## config.mk

```make
export PLATFORM = sky130hd
export DESIGN_NAME = psw_fault_sup
export DESIGN_NICKNAME = d
export VERILOG_FILES = /design/src/rtl/psw_fault_pkg.sv /design/src/rtl/psw_qual_timer.sv /design/src/rtl/psw_retry_latch.sv /design/src/rtl/psw_fault_sup.sv
export SDC_FILE = /design/constraint.sdc
export NUM_CORES = 1
export LEC_CHECK = 0
export BUFFER_PORTS_ARGS = -buffer_cell sky130_fd_sc_hd__buf_2
export CAP_MARGIN = 25
export CORE_ASPECT_RATIO = 0.7
export CORE_MARGIN = 4
export CORE_UTILIZATION = 50
export DETAILED_ROUTE_END_ITERATION = 12
export GPL_ROUTABILITY_DRIVEN = 0
export GPL_TIMING_DRIVEN = 0
export PLACE_DENSITY = 0.7
export SYNTH_ARGS = -nofsm -noshare
export SYNTH_HDL_FRONTEND = slang
export SYNTH_SLANG_ARGS = --single-unit
```

## constraint.sdc

```tcl
create_clock -name clk -period 1.7 [get_ports clk]
set_input_delay 0.17 -clock clk [delete_from_list [all_inputs] [get_ports clk]]
set_output_delay 0.17 -clock clk [all_outputs]
set_load 0.005 [all_outputs]
```

## src/rtl/psw_fault_pkg.sv

```systemverilog
package psw_fault_pkg;

  // qualified trip sources that feed the fault store
  typedef struct packed {
    logic ot;
    logic oc;
    logic sc;
    logic su;
    logic gs;
    logic gd;
  } psw_trip_t;

  function automatic logic psw_any_trip(input psw_trip_t t);
    return t.ot | t.oc | t.sc | t.su | t.gs | t.gd;
  endfunction

endpackage

```

## src/rtl/psw_qual_timer.sv

```systemverilog
// Reports a hit once evt_i has been high for DLY consecutive cycles
// (hit is high in the DLY-th cycle and stays high while evt_i holds).
module psw_qual_timer #(
  parameter int unsigned DLY = 4
) (
  input  logic clk,
  input  logic rst_n,
  input  logic evt_i,
  output logic hit_o
);
  localparam int unsigned CW = (DLY < 2) ? 1 : $clog2(DLY);
  localparam logic [CW-1:0] LAST = CW'(DLY - 1);

  logic [CW-1:0] cnt_q, cnt_d;
  logic          cnt_en;

  always_comb begin
    hit_o  = evt_i && (cnt_q == LAST);
    cnt_en = !evt_i || !hit_o;
    if (!evt_i) cnt_d = '0;
    else        cnt_d = cnt_q + 1'b1;
  end

  always_ff @(posedge clk or negedge rst_n) begin
    if (!rst_n)      cnt_q <= '0;
    else if (cnt_en) cnt_q <= cnt_d;
  end
endmodule

```

## src/rtl/psw_retry_latch.sv

```systemverilog
// Fault store with deep-shutdown clear and optional auto-retry timer.
module psw_retry_latch #(
  parameter int unsigned RETRY_CYC = 64
) (
  input  logic clk,
  input  logic rst_n,
  input  logic set_i,
  input  logic clr_i,
  input  logic auto_i,
  output logic lat_o
);
  localparam int unsigned RW = (RETRY_CYC < 2) ? 1 : $clog2(RETRY_CYC);
  localparam logic [RW-1:0] RLAST = RW'(RETRY_CYC - 1);

  logic          lat_q, lat_d;
  logic [RW-1:0] rcnt_q, rcnt_d;
  logic          done;

  always_comb begin
    done = lat_q && auto_i && (rcnt_q == RLAST);
    // clear beats set, set beats retry expiry
    if (clr_i)      lat_d = 1'b0;
    else if (set_i) lat_d = 1'b1;
    else if (done)  lat_d = 1'b0;
    else            lat_d = lat_q;

    if (clr_i || !lat_q || !auto_i || done) rcnt_d = '0;
    else                                    rcnt_d = rcnt_q + 1'b1;
  end

  always_ff @(posedge clk or negedge rst_n) begin
    if (!rst_n) begin
      lat_q  <= 1'b0;
      rcnt_q <= '0;
    end else begin
      lat_q  <= lat_d;
      rcnt_q <= rcnt_d;
    end
  end

  assign lat_o = lat_q;
endmodule

```

## src/rtl/psw_fault_sup.sv

```systemverilog
module psw_fault_sup
  import psw_fault_pkg::*;
#(
  parameter int unsigned OC_DLY    = 16,
  parameter int unsigned FT_DLY    = 3,
  parameter int unsigned FET_DLY   = 2500,
  parameter int unsigned RETRY_CYC = 64
) (
  input  logic clk,
  input  logic rst_n,
  input  logic ot_evt,
  input  logic en_uv_evt,
  input  logic vin_uv_evt,
  input  logic vin_ov_evt,
  input  logic oc_evt,
  input  logic sc_evt,
  input  logic su_tmo_evt,
  input  logic fet_gs_evt,
  input  logic fet_gd_evt,
  input  logic startup_phase,
  input  logic en_sd,
  input  logic retry_mode,
  input  logic flt_in,
  output logic sw_en,
  output logic flt_pull,
  output logic ilim_act
);
  logic      oc_hit, sc_hit, gs_hit, gd_hit;
  logic      latched;
  logic      soft_off, ext_flt;
  psw_trip_t trip;

  psw_qual_timer #(.DLY(OC_DLY))  u_oc_q (.clk(clk), .rst_n(rst_n), .evt_i(oc_evt),     .hit_o(oc_hit));
  psw_qual_timer #(.DLY(FT_DLY))  u_sc_q (.clk(clk), .rst_n(rst_n), .evt_i(sc_evt),     .hit_o(sc_hit));
  psw_qual_timer #(.DLY(FET_DLY)) u_gs_q (.clk(clk), .rst_n(rst_n), .evt_i(fet_gs_evt), .hit_o(gs_hit));
  psw_qual_timer #(.DLY(FET_DLY)) u_gd_q (.clk(clk), .rst_n(rst_n), .evt_i(fet_gd_evt), .hit_o(gd_hit));

  always_comb begin
    trip.ot = ot_evt;
    trip.oc = oc_hit && !startup_phase;
    trip.sc = sc_hit;
    trip.su = su_tmo_evt;
    trip.gs = gs_hit;
    trip.gd = gd_hit;
  end

  psw_retry_latch #(.RETRY_CYC(RETRY_CYC)) u_store (
    .clk(clk), .rst_n(rst_n),
    .set_i(psw_any_trip(trip)), .clr_i(en_sd), .auto_i(retry_mode),
    .lat_o(latched)
  );

  always_comb begin
    ilim_act = oc_hit && startup_phase;
    soft_off = en_uv_evt || vin_ov_evt || vin_uv_evt;
    flt_pull = latched || en_uv_evt || vin_ov_evt ||
               (vin_uv_evt && startup_phase) || ilim_act;
    ext_flt  = !flt_in && !flt_pull;
    sw_en    = !(latched || soft_off || ext_flt || en_sd);
  end
endmodule

```

; After elaboration in Yosys (flattened, before gate mapping)
; Cells that the tools add are included.
[word_totals]
word_cells = 70
regBits = 37
input_bits = 15
out_inout_bits = 3
[classes]
reduce_logical = 41
n_bitwise = 5
eq_ne = 5
add_sub_neg = 5
mux = 8
[ops]
columns = cell, n
row1 = $add 12x1->12 const B, 2
row2 = $eq 12x12->1 const B, 2
row3 = $mux 12, 2
row4 = $logic_or 1x1->1, 16
row5 = $logic_not 1->1, 14
row6 = $logic_and 1x1->1, 10
row7 = $add 6x1->6 const B, 1
row8 = $eq 6x6->1 const B, 1
row9 = $mux 6, 1
row10 = $or 1x1->1, 5
row11 = $add 4x1->4 const B, 1
row12 = $eq 4x4->1 const B, 1
row13 = $mux 4, 1
row14 = $mux 1, 3
row15 = $reduce_bool 3->1, 1
row16 = $add 2x1->2 const B, 1
row17 = $eq 2x2->1 const B, 1
row18 = $mux 2, 1

; Logic depth before layout (Yosys ltp)
; Gate-level depths: netlist (run 1).
[depth]
ltp_word = 10
ltp_mapped = 5
ltp_nobuf = 5

; Hierarchy
; Synthesis (run 1) repeated with hierarchy kept, for this count alone.
[unflattened]
cells_unflattened = 204
hier_area_um2 = 1990.7
[modules_own_cells]
columns = module, area_per_inst_um2, seq_area_each_um2, n_inst, cells_each
row1 = psw_qual_timer (u_gd_q ...), 641.9, 300.3, 2, 66
row2 = psw_retry_latch, 319.1, 175.2, 1, 32
row3 = psw_qual_timer (u_oc_q), 212.7, 100.1, 1, 20
row4 = psw_qual_timer (u_sc_q), 110.1, 50.0, 1, 10
row5 = psw_fault_sup, 65.1, 0.0, 1, 10

; Worst setup path before layout (run 1)
; OpenSTA, ideal clock, no wires.
[synth_timing]
kind = register to register
start = reg u_gs_q.cnt_q[0]
end = reg u_gs_q.cnt_q[2]
path_stages_with_launch = 5
n_path_buf = 0
synth_period_minus_slack_ns = 1.555
t_required_ns = 1.564
arrival_ns = 1.418
setup_ns = 0.136
slack_ns = 0.145
path_cell_list = dfrtp_1 > ha_1 > or4b_4 > o311ai_1 > a21oi_1
[synth_between]
elab_chain_len = 4
elab_cells_between_ends = 6
cone_classes = add/sub: 1 / eq/ne: 1 / mux: 1 / reduce/logical: 3
[synth_rtl]
columns = item, line_no
row1 = from (decl), psw_qual_timer.sv:14  ; logic [CW-1:0] cnt_q, cnt_d;
row2 = from (signal assigned), psw_qual_timer.sv:26  ; else if (cnt_en) cnt_q <= cnt_d;
row3 = "parallel branches: the longest is 4 deep, another holds $add 12x1->12", -
; Several ways; the timed one is not identified.
; A chain may end at the register's enable or synchronous reset.

; Worst setup path after layout (run 1)
[layout_timing]
start = reg u_oc_q.cnt_q[1]
end = out sw_en
[layout_between]
elab_chain_len = 9
[layout_rtl]
columns = item, line_no
row1 = from (decl), psw_qual_timer.sv:14
row2 = from (signal assigned), psw_qual_timer.sv:26
row3 = $eq 4x4->1, psw_qual_timer.sv:18  ; hit_o = evt_i && (cnt_q == LAST);
row4 = $logic_and 1x1->1, psw_qual_timer.sv:18
row5 = $logic_and 1x1->1, psw_fault_sup.sv:54  ; ilim_act = oc_hit && startup_phase;
row6 = $logic_or 1x1->1, psw_fault_sup.sv:57  ; (vin_uv_evt && startup_phase) || ilim_act;
row7 = $logic_not 1->1, psw_fault_sup.sv:58  ; ext_flt = !flt_in && !flt_pull;
row8 = $logic_and 1x1->1, psw_fault_sup.sv:58
row9 = $logic_or 1x1->1 (2 in series), psw_fault_sup.sv:59  ; sw_en = !(latched || soft_off || ext_flt || en_sd);
row10 = $logic_not 1->1, psw_fault_sup.sv:59
row11 = to (decl), psw_fault_sup.sv:24  ; output logic sw_en,
; Every way passes these cells.

==> results.md, run 1 <==
- Row count: 18
- Slew Limit Fails: 0
- Via count: 1709
- Max rail drop VDD: 0.4762 mV
- Diodes inserted: 0
- Initial Util: 54.02%
- CP max FO: 4
- Ys flop type: dfrtp_1
- Post-Syn Instances: 209
- Syn. warnings: 0
- Seq/Total Area, Yosys: 46.69%
- CTS Sinks: 37
- Largest net degree at the start of global routing: 38
- Most frequent cell after synthesis: dfrtp_1
- Worst setup EP type: output pin
- Leakage Power: 0.0009477 µW
- Finished Layout Cells: 291
- Yosys top cell by area: dfrtp_1
- TritonCTS clock tree: built
- Clk buf depth: 2
- Cts hold-fix bufs: 0
- EDFF count, synth: 0
- Synth top area share: 46.69%
- Endpoints failing setup: 0
- Async SR Flop Fraction: 100.0%
- Number of nets in the layout: 260
- Most frequent cells after synthesis: 37 x dfrtp_1, 19 x nand2_1, 16 x a21oi_1, 14 x inv_1, 12 x o21ai_0
- Fmax: 609.3 MHz
- Core ar.: 3671 µm²
- Critical path class: reg -> out
- Total Power: 1944 µW
- Cells after DPL: 275
- Synth cell types: 35
- Final ANT Viol Nets: 0
- DIE AREA: 5054 µm²
- Status: finished, violations left
- Initial DRC count: 106
- Buffers on Ports: 16
- Largest cells by area after synthesis: dfrtp_1 47%, a21oi_1 4.0%, nand2_1 3.6%
- Startpoint class of the critical path: flip-flop
- Final hold violation count: 37
- Crit path DAT: 1.47 ns
- Detailed-placement wirelength estimate: 2.947 mm
- Vias per cell: 5.873
- Violated checks: hold timing
- Fillers: 319
- Clock latency on the worst-skew pair: 0.28 ns
- Die Span Y: 60.69 µm
- Worst-path clk slew: 0.07 ns
- Wire length per cell: 14.45 µm
- # IOs: 18
- Seq. cell area: 925.9 µm²
- Worst rel slew slack: 44.95%
- Period utilization: 96.54%
- Hold WC Path Type: in -> async
- Yosys reg bits: 37
- Synthesized area: 1983 µm²
- First-pass GRT wire length: 7.424 mm
- Period minus WS final: 1.641 ns
- H-tree levels: 2
- Cts bufs inserted: 5
- Area of the multi-input gates: 1026 µm²
- Worst-Margin Slew: 0.8257 ns
- Grt total ovfl: 0
- Syn Nets: 229
- Drt pass-1 iters: 4
- Reg2reg setup slack: 0.08 ns
- DRT Wirelength: 4.206 mm
- Overall Global Routing Usage: 18.27%
- Max-cap viol count: 0
- Root Buffer: clkbuf_8
- Layout cells sized above 1: 17.84%
- WHS: -0.01639 ns
- PD cells: 827.1 nW/µm²
- P&R area growth vs syn: 18.49%
- Syn avg cell area: 9.489 µm²
- Drc violations: 0
- Initial antenna violation count: 0
- Final core utilization: 64.01%
- CP required: 1.53 ns
- Number of global-route vias before repair: 1681
- Die width: 83.28 µm
- Layout Skew: 0.004593 ns
[registers in the layout (all words and copies together), names as in the netlist]
| register | count |
|---|---|
| u_gd_q.cnt_q | 12 |
| u_gs_q.cnt_q | 12 |
| u_oc_q.cnt_q | 4 |
| u_sc_q.cnt_q | 2 |
| u_store.lat_o | 1 |
| u_store.rcnt_q | 6 |
[worst max-delay path, cell delays in order (launching register included)]
cell     delay [ns]
dfrtp_1        0.40
ha_4           0.16
and4_4         0.23
o21ai_2        0.07
a31oi_1        0.18
buf_2          0.14
[final timing paths]
check | startpoint | endpoint | cells past startpoint
worst max-delay path | u_oc_q.cnt_q[1] | sw_en | 5
min in group clk | en_sd | u_store.lat_o | 2
worst min register to register | u_store.rcnt_q[0] | u_store.rcnt_q[0] | 1
max in group asynchronous | rst_n | u_gs_q.cnt_q[10] | 1
worst max register to register | u_gs_q.cnt_q[1] | u_gs_q.cnt_q[0] | 4
worst min-delay path | rst_n | u_gd_q.cnt_q[6] | 1
[per-layer routing]
| metal | global-route usage, % | share of wire, % | wire, µm |
|---|---|---|---|
| met4 | 7.459 | 0.43 | 18 |
| met5 | 0 | 0 | 0 |
| met1 | 24.27 | 51 | 2137 |
| met3 | 4.885 | 5.2 | 219 |
| met2 | 29.11 | 44 | 1831 |
[cells by family after synthesis]
group           Yosys count  synth area share (%)
simple gates             92                 26.94
compound gates           44                 13.38
flops                    37                 46.69
buf+inv                  18                 3.785
xor+xnor                  8                 3.533
mux                       5                 2.524
fa+ha+maj                 5                 3.155
[where the power goes]
group / internal (µW) / switching, µW / leakage, µW
sequential: 919 / 35.5 / 0.000505
clock: 478 / 296 / 0.0000585
combinational: 107 / 107 / 0.000384
[what timing repair did]
item / CTS / global route
gates resized for setup: 7 / 3
gates cloned: 0 / 0
setup buffers: 1 / 8
endpoints found under the setup margin: 5 / 5
pin swaps: 0 / 1
[per-stage QoR]
step | setup TNS (ns) | instance area, µm² | hold slack [ns] | worst slack, ns
after detailed placement | -0.0003029 | 2126 | 0.3195 | -0.0003029
after floorplan | 0 | 1983 | -0.1256 | 0.1451
after CTS | 0 | 2267 | 0.008009 | 0.01441
after global routing | -0.02392 | 2350 | 0.04718 | -0.01621
after global placement | 0 | 2126 | 0.3027 | 0.04045
final | 0 | 2350 | -0.01639 | 0.05885
[layout make-up]
class / instances / area share, %
Inverter: 14 / 2.236
Sequential cell: 37 / 39.40
Clock inverter: 1 / 1.278
Multi-Input combinational cell: 154 / 43.66
Buffer: 3 / 0.7987
Timing Repair Buffer: 25 / 6.283
Tap cell: 50 / 2.662
Clock buffer: 7 / 3.674
[cells in the final DEF (no fill, tap or decap), types with 2 or more instances in the layout]
cell and n:
dfrtp_1 37, nand2_1 19, a21oi_1 16, buf_2 16, inv_1 14, nand3_1 11
o21ai_0 11, nor2_1 10, buf_4 9, nand2b_1 8, nand4_1 7, o31ai_1 7
nor4_1 7, xor2_1 6, or3_1 6, clkbuf_8 6, mux2i_1 5, or4_1 4
and2_1 3, clkbuf_1 3, ha_1 3, xnor2_1 2, a31oi_1 2, or4b_4 2
nand4b_1 2, or3b_2 2, nor4b_1 2, and4b_1 2, nor3b_1 2, o31a_1 2
nor3_1 2, ha_4 2
Note: power is estimated with default switching activity, not from simulation.
==> run 2, diff against run 1 <==
--- a/config.mk
+++ b/config.mk
@@ -5,7 +5,7 @@
 export SDC_FILE = /design/constraint.sdc
 export NUM_CORES = 1
 export LEC_CHECK = 0
-export BUFFER_PORTS_ARGS = -buffer_cell sky130_fd_sc_hd__buf_2
+export BUFFER_PORTS_ARGS = -buffer_cell sky130_fd_sc_hd__clkbuf_2
 export CAP_MARGIN = 25
 export CORE_ASPECT_RATIO = 0.7
 export CORE_MARGIN = 4
==> constraint.sdc (replaced) <==
create_clock -name clk -period 1.7 [get_ports clk]
set_input_delay 0.34 -clock clk [delete_from_list [all_inputs] [get_ports clk]]
set_output_delay 0.34 -clock clk [all_outputs]
set_load 0.005 [all_outputs]
==> results.md, run 2 (same netlist as run 1, synthesis figures left out) <==
- Layout Skew: 0.004127 ns
- Wire length per cell: 14.50 µm
- CP max FO: 3
- Final hold violation count: 14
- Row count: 18
- Diodes inserted: 0
- Fillers: 303
- Worst-path clk slew: 0.07 ns
- CTS Sinks: 37
- Setup ws final: -0.03210 ns
- Overall Global Routing Usage: 18.55%
- Endpoints failing setup: 2
- First-pass GRT wire length: 7.320 mm
- Cts bufs inserted: 5
- Clk buf depth: 2
- Buffers on Ports: 16
- Number of global-route vias before repair: 1593
- Detailed-placement wirelength estimate: 2.958 mm
- Grt total ovfl: 0
- Die width: 83.28 µm
- Initial Util: 54.02%
- RSZ-0062 raised after global routing: yes
- Leakage Power: 0.0009626 µW
- Initial DRC count: 88
- Slew Limit Fails: 0
- Area of the multi-input gates: 1008 µm²
- Startpoint class of the critical path: flip-flop
- Worst rel slew slack: 68.92%
- Number of nets in the layout: 261
- Area after DPL: 2126 µm²
- Largest net degree at the start of global routing: 38
- P&R area growth vs syn: 19.24%
- # IOs: 18
- Drt pass-1 iters: 4
- Seq. cell area: 927.1 µm²
- Reg2Reg Depth: 4
- Vias per cell: 5.812
- Worst-Margin Slew: 0.4597 ns
- Violated checks: hold timing, setup timing
- Clock latency on the worst-skew pair: 0.28 ns
- Final Cell Area: 2365 µm²
- Via count: 1697
- Core ar.: 3671 µm²
- Max-cap viol count: 0
- Fmax: 577.3 MHz
- Top flop regs: u_gd_q.cnt_q: 12 flops, u_gs_q.cnt_q: 12 flops, u_store.rcnt_q: 6 flops
- Worst setup EP type: output pin
- Initial antenna violation count: 0
- PD cells: 820.8 nW/µm²
- Hold WC Path Type: in -> async
- H-tree levels: 2
- Crit path DAT: 1.39 ns
- WHS: -0.01897 ns
- Period utilization: 101.9%
- Period minus WS final: 1.732 ns
- DP Worst Slack: -0.1012 ns
- Die Span Y: 60.69 µm
- Most common cell after layout, fill and taps aside: dfrtp_1
- DRT Wirelength: 4.234 mm
- Max rail drop VDD: 0.5425 mV
- Critical path class: reg -> out
- DIE AREA: 5054 µm²
- CP required: 1.36 ns
- Most frequent cells in the layout: 36 x dfrtp_1, 19 x nand2_1, 16 x a21oi_1, 15 x clkbuf_2, 14 x inv_1
- Status: finished, violations left
- Layout cells sized above 1: 18.18%
- Drc violations: 0
- Root Buffer: clkbuf_8
- TritonCTS clock tree: built
- Final ANT Viol Nets: 0
## run 2: layout make-up
class | instances | share of cell area (%)
multi-input combinational | 154 | 42.65
sequential | 37 | 39.21
timing repair buffer | 26 | 7.566
clock buffer | 7 | 3.651
tap | 50 | 2.646
inverter | 14 | 2.222
clock inverter | 1 | 1.270
buffer | 3 | 0.7937
## run 2: through the flow
step	hold WS, ns	utilization [%]	power, µW	cells	TNS (ns)
2_1_floorplan	0.04441	-	1079	209	0
3_3_place_gp	0.4476	57.91	1132	275	-0.01499
3_5_place_dp	0.4700	57.91	1155	275	-0.1474
4_1_cts	0.2143	62.75	1946	288	-0.02222
5_1_grt	0.005591	64.42	2033	292	-0.2249
6_report	-0.01897	64.42	1941	292	-0.04493
## run 2: what timing repair did
item | CTS | global route
resized for setup | 8 | 3
setup endpoints to repair | 4 | 6
setup buffers | 6 | 3
hold buffers | 0 | 0
pin swaps | 2 | 1
cloned | 0 | 0
## run 2: metal layers
layer	vias to the layer above	track usage [%]	wire, µm
met4	0	7.459	65
met3	9	4.613	204
met2	50	29.68	1915
met5	-	0	0
met1	803	24.85	2048
li1	835	-	-
## run 2: worst max-delay path: stages, from the launching register on
cell	delay (ns)
dfrtp_1	0.39
ha_2	0.19
and4_4	0.16
o21ai_2	0.14
a31oi_1	0.09
buf_2	0.14
## run 2: final timing paths
kind | endpoint | slack [ns] | from
worst min-delay path | u_gd_q.cnt_q[8] | -0.02 | rst_n
worst max-delay path | sw_en | -0.03 | u_oc_q.cnt_q[0]
min in group clk | u_store.lat_o | 0.24 | en_sd
worst max register to register | u_gs_q.cnt_q[2] | 0.09 | u_gs_q.cnt_q[0]
max in group asynchronous | u_gs_q.cnt_q[0] | 1.26 | rst_n
worst min register to register | u_store.rcnt_q[0] | 0.47 | u_store.rcnt_q[0]
## run 2: where the power goes
part           switching [µW]  total [µW]  internal [µW]
registers                34.5         954            920
logic                     108         213            105
clock network             295         773            478
==> run 3, diff against run 2 <==
--- a/config.mk
+++ b/config.mk
@@ -5,15 +5,16 @@
 export SDC_FILE = /design/constraint.sdc
 export NUM_CORES = 1
 export LEC_CHECK = 0
+export ABC_AREA = 1
 export BUFFER_PORTS_ARGS = -buffer_cell sky130_fd_sc_hd__clkbuf_2
 export CAP_MARGIN = 25
 export CORE_ASPECT_RATIO = 0.7
 export CORE_MARGIN = 4
-export CORE_UTILIZATION = 50
+export CORE_UTILIZATION = 35
 export DETAILED_ROUTE_END_ITERATION = 12
 export GPL_ROUTABILITY_DRIVEN = 0
 export GPL_TIMING_DRIVEN = 0
-export PLACE_DENSITY = 0.7
+export PLACE_DENSITY = 0.52
 export SYNTH_ARGS = -nofsm -noshare
 export SYNTH_HDL_FRONTEND = slang
 export SYNTH_SLANG_ARGS = --single-unit
==> results.md, run 3 <==
- Wire length per cell: 11.01 µm
- Int Power: 1442 µW
- Drt pass-1 iters: 4
- Final core utilization: 44.55%
- Cts bufs inserted: 5
- Core ar.: 5395 µm²
- Crit path DAT: 1.44 ns
- Die width: 98.65 µm
- Largest cells by area after synthesis: dfrtp_1 46%, nand2_1 9.5%, inv_1 7.1%
- Clock latency on the worst-skew pair: 0.29 ns
- Detailed-placement wirelength estimate: 2.856 mm
- Flop pwr share: 49.5%
- Largest net degree at the start of global routing: 38
- CTS Sinks: 37
- Final hold violation count: 1
- Worst rel slew slack: 66.56%
- Leakage Power: 0.001111 µW
- Reg2Reg Capture Point: u_gs_q.cnt_q[8]
- Worst-path clk slew: 0.08 ns
- Initial DRC count: 72
- Max rail drop VDD: 0.4522 mV
- Worst-Margin Slew: 0.5015 ns
- Overall Global Routing Usage: 12.04%
- Period utilization: 104.6%
- Synth top area share: 45.99%
- DIE AREA: 7049 µm²
- Endpoints failing setup: 1
- Grt total ovfl: 0
- Root Buffer: clkbuf_8
- Buffers on Ports: 16
- WHS: -0.002561 ns
- Row count: 22
- Syn Nets: 274
- Status: finished, violations left
- Synthesized area: 2013 µm²
- Fillers: 568
- DRT Wirelength: 3.919 mm
- DP Worst Slack: 0.01631 ns
- # IOs: 18
- Clk pwr share: 40.7%
- Die Span Y: 71.46 µm
- Violated checks: hold timing, setup timing
- Combinational cell fraction of total power: 9.8%
- Synth cell types: 29
- Top flop regs: u_gd_q.cnt_q: 12 flops, u_gs_q.cnt_q: 12 flops, u_store.rcnt_q: 6 flops
- Slew Limit Fails: 0
- Psw: 477.6 µW
- Layout cells sized above 1: 19.37%
- Initial Util: 37.31%
- Max-cap viol count: 0
- Number of nets in the layout: 303
- EDFF count, synth: 0
- Reg2reg setup slack: 0.26 ns
- Reg2Reg Depth: 6
- Cts hold-fix bufs: 0
- Layout Skew: 0.006661 ns
- Number of global-route vias before repair: 1548
- Sw frac: 24.88%
- Ys flop type: dfrtp_1
- RSZ-0062 raised after global routing: yes
- Async SR Flop Fraction: 100.0%
- Yosys top cell by area: dfrtp_1
- Most common cell after layout, fill and taps aside: nand2_1
- CP required: 1.36 ns
- Critical path class: reg -> out
- Launching point of the worst reg2reg path: u_gs_q.cnt_q[1]
- Most frequent cells after synthesis: 51 x nand2_1, 38 x inv_1, 37 x dfrtp_1, 30 x nor2_1
- Clk buf depth: 2
- H-tree levels: 2
- Setup ws final: -0.07800 ns
- First-pass GRT wire length: 6.948 mm
- Drc violations: 0
- Via count: 1662
- Period minus WS final: 1.778 ns
- Most frequent cell after synthesis: nand2_1
- Vias per cell: 4.669
- Hold WC Path Type: in -> async
- Syn. warnings: 0
- TritonCTS clock tree: built
- Final ANT Viol Nets: 0
- Yosys reg bits: 37
- CP max FO: 2
- Syn avg cell area: 7.926 µm²
- Diodes inserted: 0
- Initial antenna violation count: 0
- Worst setup EP type: output pin
- Post-Syn Instances: 254
- CP startpoint: u_oc_q.cnt_q[1]
- Seq/Total Area, Yosys: 45.99%
- PD cells: 798.7 nW/µm²
- P&R area growth vs syn: 19.39%
- Fmax: 562.4 MHz
- Startpoint class of the critical path: flip-flop
- Most frequent cells in the layout: 49 x nand2_1, 38 x inv_1, 37 x dfrtp_1, 29 x nor2_1
## run 3: cell count changes after synthesis, sizes merged, moves of 5 or more
cell and delta:
o31ai -7, nand2 +32, nor4 -7, inv +25, or3 -6, nor3 +14
o21ai +5, nand2b -8, nand3 +11, nor2 +24, mux2i -5
## run 3: timing repair
action                     4_1_cts  5_1_grt
pin swaps                        4        1
hold endpoints to repair         0        0
setup endpoints to repair        3        1
buffers inserted                 4        1
resized for setup                9        0
## run 3: layer usage
metal | part of all wire [%] | global-route usage, % | up-vias
met4 | 1.1 | 3.182 | 0
met1 | 55 | 17.91 | 759
met2 | 40 | 17.00 | 21
met3 | 4.0 | 3.502 | 5
met5 | 0 | 0 | -
li1 | - | - | 877
## run 3: worst max path at each step
stage                  to  slack, ns  cells past startpoint
floorplan           sw_en       0.21                      7
global placement    sw_en       0.03                      8
detailed placement  sw_en       0.02                      8
CTS                 sw_en      -0.11                      8
global route        sw_en      -0.22                      8
finish              sw_en      -0.08                      8
## run 3: power by group through the flow
stage	sequential, µW	clock (µW)	combinational (µW)
6_report	950	781	189
5_1_grt	955	843	228
4_1_cts	951	805	182
3_5_place_dp	966	0	169
3_3_place_gp	965	0	166
2_1_floorplan	959	0	109
## run 3: critical path, cell delays in order (launching register included)
cell and delay, ns:
dfrtp_1 0.41, ha_4 0.18, nand2_4 0.06, nor2_4 0.03, nand2_2 0.07, nand3_2 0.06
o211ai_1 0.16, inv_1 0.05, clkbuf_2 0.11
## run 3: per-stage QoR
step                TNS (ns)  instances  cell area [µm²]  hold WS, ns  total power (µW)
floorplan                  0        254             2013      0.04441              1068
global placement           0        342             2183       0.4887              1131
detailed placement         0        342             2183       0.4784              1136
CTS                  -0.1059        354             2369       0.2213              1938
global route         -0.2179        356             2404      0.02380              2027
finish              -0.07800        356             2404    -0.002561              1920
## run 3: kinds of logic (layout without fill, tap and decap cells)
| family | after synthesis | in the layout | synth area share (%) |
|---|---|---|---|
| compound gates | 33 | 33 | 8.577 |
| xor+xnor | 3 | 3 | 1.305 |
| fa+ha+maj | 5 | 5 | 3.108 |
| buf+inv | 42 | 72 | 8.576 |
| flops | 37 | 37 | 45.99 |
| simple gates | 134 | 134 | 32.44 |
## run 3: layout make-up
type / count / area (µm²) / share of cell area [%]
Multi-Input combinational cell: 175 / 954.7 / 39.72
Sequential cell: 37 / 925.9 / 38.52
Inverter: 39 / 146.4 / 6.091
Timing Repair Buffer: 22 / 145.1 / 6.039
Tap cell: 72 / 90.09 / 3.748
Clock buffer: 5 / 68.82 / 2.863
Clock inverter: 3 / 46.29 / 1.926
Buffer: 3 / 26.28 / 1.093
